==> src/rtl/cvst_pkg.sv <==
package cvst_pkg;
  // Lag in clocks from a period start to the strobe.
  // slot_bits: phase width; period * 2^slot_bits must fit in 32 bits.
  function automatic logic [31:0] lag_clocks(input logic [31:0] period,
                                             input logic [31:0] slot,
                                             input int unsigned slot_bits,
                                             input logic        phased);
    logic [31:0] lead;
    logic [31:0] prod;
    if (!phased || slot == 32'd0) return 32'd0;
    lead = (32'd1 << slot_bits) - slot;
    prod = lead * period;
    return prod >> slot_bits;
  endfunction
endpackage

==> src/rtl/cvst_lag_calc.sv <==
module cvst_lag_calc #(
  parameter int unsigned DIV_W = 16,
  parameter int unsigned PH_W  = 7
) (
  input  logic [DIV_W-1:0] div_i,
  input  logic [PH_W-1:0]  phase_i,
  input  logic             phased_i,
  output logic [DIV_W-1:0] lag_o
);
  // The lag never exceeds div-1, so truncation to DIV_W bits is lossless.
  assign lag_o = DIV_W'(cvst_pkg::lag_clocks(32'(div_i), 32'(phase_i), PH_W, phased_i));
endmodule

==> src/rtl/cvst_period_timer.sv <==
module cvst_period_timer #(
  parameter int unsigned DIV_W = 16
) (
  input  logic             clk,
  input  logic             rst_n,
  input  logic             restart_i,
  input  logic [DIV_W-1:0] div_i,
  input  logic [DIV_W-1:0] lag_i,
  output logic [DIV_W-1:0] cnt_o,
  output logic [DIV_W-1:0] div_o,
  output logic [DIV_W-1:0] lag_o,
  output logic             start_o,
  output logic             fire_o
);
  logic [DIV_W-1:0] cnt_q, div_q, lag_q;
  logic [DIV_W:0]   cnt_inc;
  logic             wrap;

  // A zero divider wraps every cycle, so a new value is picked up at once.
  assign cnt_inc = {1'b0, cnt_q} + 1'b1;
  assign wrap    = (cnt_inc >= {1'b0, div_q});
  assign start_o = restart_i | wrap;
  assign fire_o  = (div_q != '0) && (cnt_q == lag_q);

  always_ff @(posedge clk) begin
    if (!rst_n) begin
      cnt_q <= '0;
      div_q <= '0;
      lag_q <= '0;
    end else if (start_o) begin
      cnt_q <= '0;
      div_q <= div_i;
      lag_q <= lag_i;
    end else begin
      cnt_q <= cnt_inc[DIV_W-1:0];
    end
  end

  assign cnt_o = cnt_q;
  assign div_o = div_q;
  assign lag_o = lag_q;
endmodule

==> src/rtl/cvst_gen.sv <==
module cvst_gen #(
  parameter int unsigned DIV_W = 16
) (
  input  logic             clk,
  input  logic             rst_n,
  input  logic             pwm_sync_i,
  input  logic [DIV_W-1:0] div_i,
  input  logic [6:0]       phase_i,
  input  logic [1:0]       sync_en_i,
  input  logic             single_upd_i,
  output logic             cnv_start_o
);
  localparam int unsigned PH_W = 7;

  logic             sync_on;
  logic             realign;
  logic             phased;
  logic [DIV_W-1:0] lag_nx;
  logic [DIV_W-1:0] cnt_q, div_q, lag_q;
  logic             period_start;
  logic             fire;

  assign sync_on = &sync_en_i;
  assign realign = sync_on & pwm_sync_i;
  assign phased  = sync_on & single_upd_i;

  cvst_lag_calc #(.DIV_W(DIV_W), .PH_W(PH_W)) u_lag (
    .div_i    (div_i),
    .phase_i  (phase_i),
    .phased_i (phased),
    .lag_o    (lag_nx)
  );

  cvst_period_timer #(.DIV_W(DIV_W)) u_tmr (
    .clk       (clk),
    .rst_n     (rst_n),
    .restart_i (realign),
    .div_i     (div_i),
    .lag_i     (lag_nx),
    .cnt_o     (cnt_q),
    .div_o     (div_q),
    .lag_o     (lag_q),
    .start_o   (period_start),
    .fire_o    (fire)
  );

  assign cnv_start_o = fire;
endmodule

==> config.mk <==
export PLATFORM = sky130hd
export DESIGN_NAME = cvst_gen
export DESIGN_NICKNAME = d
export VERILOG_FILES = /design/src/rtl/cvst_pkg.sv /design/src/rtl/cvst_lag_calc.sv /design/src/rtl/cvst_period_timer.sv /design/src/rtl/cvst_gen.sv
export SDC_FILE = /design/constraint.sdc
export NUM_CORES = 1
export LEC_CHECK = 0
export BUFFER_PORTS_ARGS = -buffer_cell sky130_fd_sc_hd__buf_2
export CORE_UTILIZATION = 41
export CTS_CLUSTER_SIZE = 12
export DETAILED_ROUTE_END_ITERATION = 8
export PLACE_DENSITY = 0.69
export SYNTH_ARGS = -nofsm -noshare
export SYNTH_HDL_FRONTEND = slang
export SYNTH_HIERARCHICAL = 1
export SYNTH_SLANG_ARGS = --single-unit
==> constraint.sdc <==
create_clock -name clk -period 9.4 [get_ports clk]
set_input_delay 0 -clock clk [delete_from_list [all_inputs] [get_ports clk]]
set_output_delay 0 -clock clk [all_outputs]
set_load 0.01 [all_outputs]
==> results.py <==
metrics = {
    "outcome": {
        "status": "complete, no violations",
    },
    "clocking": {
        "clockRootBuffer": "clkbuf_16",
        "path_clk_slew_ps": 70,
        "cts_resized": 0,
        "htreeDepth": 2,
        "clockBufferDepth": 2,
        "post-cts-setup-buffer-count": 0,
        "clk_latency_ps": 300,
        "ctsHoldBuffers": 0,
        "cts_tree": "done",
        "clkSinkCount": 48,
        "cts_buffers": 5,
    },
    "placement": {
        "gp_congestion": 0.848,
        "hpwlAfterDp_um": 12000,
        "io_buffer_count": 29,
    },
    "finish": {
        "layout.nets": 1007,
        "multiInputGateArea_mm2": 0.00528,
        "antenna_cells": 0,
        "drive_gt1_share_pct": 5.90,
        "area_delta_synth_final_pct": 6.97,
        "fillerInstances": 1610,
        "regArea_um2": 961,
    },
    "hold_path": {
        "worstHoldPathType": "input pin to flip-flop",
    },
    "global_route": {
        "grt_max_degree": 81,
        "grt_pass1_vias": 5549,
        "grt_pass1_wl_um": 25600,
        "grtUsageTotal_pct": 18.3,
        "grt_antenna_before_repair": 0,
        "globalRouteOverflowTotal": 0,
    },
    "route": {
        "drt_wl_total_um": 14800,
        "routed_via_density": 5.04,
        "ant_nets": 0,
        "wl_per_cell_um": 14.2,
        "drc_errors": 0,
        "drtIter0Drc": 254,
        "via_count": 5271,
        "drt_first_pass_iters": 5,
    },
    "timing": {
        "slew_headroom_pct": 24.8,
        "min_period_ps": 5690,
        "fin_tns_setup_ps": 0,
        "finalCritPeriodShare_pct": 60.5,
        "clock_skew_ps": 5.60,
        "worst_pin_slew_ps": 1120,
        "drv_slew": 0,
        "report.final.hold_viol_count": 0,
        "finalSetupViolCount": 0,
        "max_freq_mhz": 176,
        "rsz0062_at_grt": "false",
    },
    "synth": {
        "synth_top_area_share_pct": 24.2,
        "synth-async-reset-ratio_pct": 0,
        "synth_nets": 992,
        "ys_top_cells_by_count": "inv_1, nand2_1, fa_1, and2_1, ha_1",
        "ys_seq_area_share_pct": 14.0,
        "synth_area_leaders": "fa_1, dfxtp_1, ha_1",
        "yosys_register_bits": 48,
        "yosys.area.top_type": "fa_1",
        "syn_inst": 814,
        "avgSynthCellArea_um2": 8.45,
        "synth_edf_count": 0,
        "yosysMostFrequentCell": "inv_1",
        "netlist_area_mm2": 0.00688,
        "yosysUniqueCellTypes": 51,
        "synth_ff_type": "dfxtp_1",
        "ys_warn_count": 6,
    },
    "floorplan": {
        "start_util_pct": 42.7,
        "dieArea_mm2": 0.0173,
        "die_w_um": 131,
        "std_cell_rows": 46,
        "core_mm2": 0.0161,
        "ioPinCount": 30,
        "die_h_um": 131,
    },
    "critical_path": {
        "worstPathMaxFanout": 19,
        "cp_cell_sequence": "buf_2 > inv_1 > ha_1 > nand2_1 > xor2_1 > nand2_1 > fa_1 > fa_1 > inv_1 > fa_1 > inv_1 > fa_1 > inv_1 > ha_1 > a21oi_1 > o21ai_0 > o21ai_1 > nand2_1 > a311oi_1 > mux2i_1 > nand2_1 > mux2i_1",
        "end_kind": "flip-flop",
        "start_kind": "input pin",
        "path_class": "input pin to flip-flop",
        "worstPathRequired_ps": 9630,
        "arrival_ps": 5920,
        "critical_path.n_buffers_inverters": 5,
        "slowest_delay_ps": 780,
        "slowest_stage": "xor2_1",
        "crit_family": "adder cells",
    },
    "power_and_ir_drop": {
        "vdd_ir_drop_max_v": 0.000129,
        "total_power_uw": 1600,
        "p_leak_uw": 0.00382,
        "pwr_density_cell_mw_per_mm2": 217,
    },
    "flow_run": {
        "drv_cap": 0,
    },
}
-- power breakdown --
part / leakage (uW) / switching (uW) / internal, uW / total [uW]
combinational: 0.00336 / 668 / 482 / 1150
sequential: 0.000390 / 28.4 / 234 / 262
clock: 0.0000748 / 86.2 / 101 / 187
total: 0.00382 / 783 / 817 / 1600
-- cells by family (layout without fill, tap and decap cells) --
group / count (synthesis) / in the layout / synth area share (%)
fa+ha+maj: 149 / 149 / 36.2
flops: 48 / 48 / 14.0
simple gates: 316 / 316 / 23.6
buf+inv: 161 / 177 / 9.19
xor+xnor: 46 / 46 / 5.86
mux: 36 / 36 / 5.24
compound gates: 58 / 58 / 5.93
-- stage by stage --
step / util (%) / cells / setup slack [ps] / instance area, um^2 / hold slack [ps]
3_5_place_dp: 44.7 / 1038 / 3450 / 7200 / 354
6_report: 45.6 / 1046 / 3710 / 7350 / 26.2
3_3_place_gp: 44.7 / 1038 / 3630 / 7200 / 347
2_1_floorplan: - / 814 / 3910 / 6880 / 139
5_1_grt: 45.6 / 1046 / 3280 / 7350 / 33.3
4_1_cts: 45.6 / 1046 / 3760 / 7350 / 33.1
-- tightest hold or removal path, delay by kind of cell --
family	cells	cell delay, ps
buf+inv	1	160
mux	1	50
simple gates	1	70
-- area by class of cell --
cell class | count | area share (%)
clock buffer | 5 | 1.70
clock inverter | 3 | 0.357
inverter | 135 | 6.89
multi-input combinational | 605 | 71.8
sequential | 48 | 13.1
tap | 216 | 3.67
timing repair buffer | 34 | 2.48
-- layout by cell type (no fill, tap or decap), types with 6 or more instances in the layout --
| cell type | instances |
|---|---|
| ha_1 | 66 |
| xor2_1 | 25 |
| nand4_1 | 8 |
| a21oi_1 | 17 |
| and3_1 | 22 |
| inv_1 | 134 |
| nor3_1 | 10 |
| a21o_1 | 7 |
| and2_1 | 80 |
| mux2i_1 | 36 |
| nand2_1 | 130 |
| nor2_1 | 20 |
| fa_1 | 83 |
| nand3_1 | 15 |
| buf_2 | 29 |
| nand2b_1 | 7 |
| o21a_1 | 6 |
| dfxtp_1 | 48 |
| nor4_1 | 10 |
| xnor2_1 | 21 |
-- flip-flops by register name, indices dropped and copies added, names as in the netlist --
signal,flops
u_tmr/cnt_o,16
u_tmr/lag_o,16
u_tmr/div_o,16
-- routing by layer --
layer  vias to the layer above  routed length, um  track usage [%]
met1                      2550               6760             23.0
met4                         0                336             5.10
met2                        84               7200             32.5
li1                       2617                  -                -
met5                         -                  0                0
met3                        20                536             2.51
-- path summary, 6_finish.rpt --
path / end / depth (start not counted) / slack [ps] / start
max: u_tmr/lag_o[10] / 22 / 3710 / phase_i[0]
max reg2reg: u_tmr/div_o[6] / 11 / 5130 / u_tmr/cnt_o[6]
min: u_tmr/div_o[15] / 3 / 30 / div_i[15]
min reg2reg: u_tmr/lag_o[3] / 2 / 480 / u_tmr/lag_o[3]
Note: power is estimated with default switching activity, not from simulation.
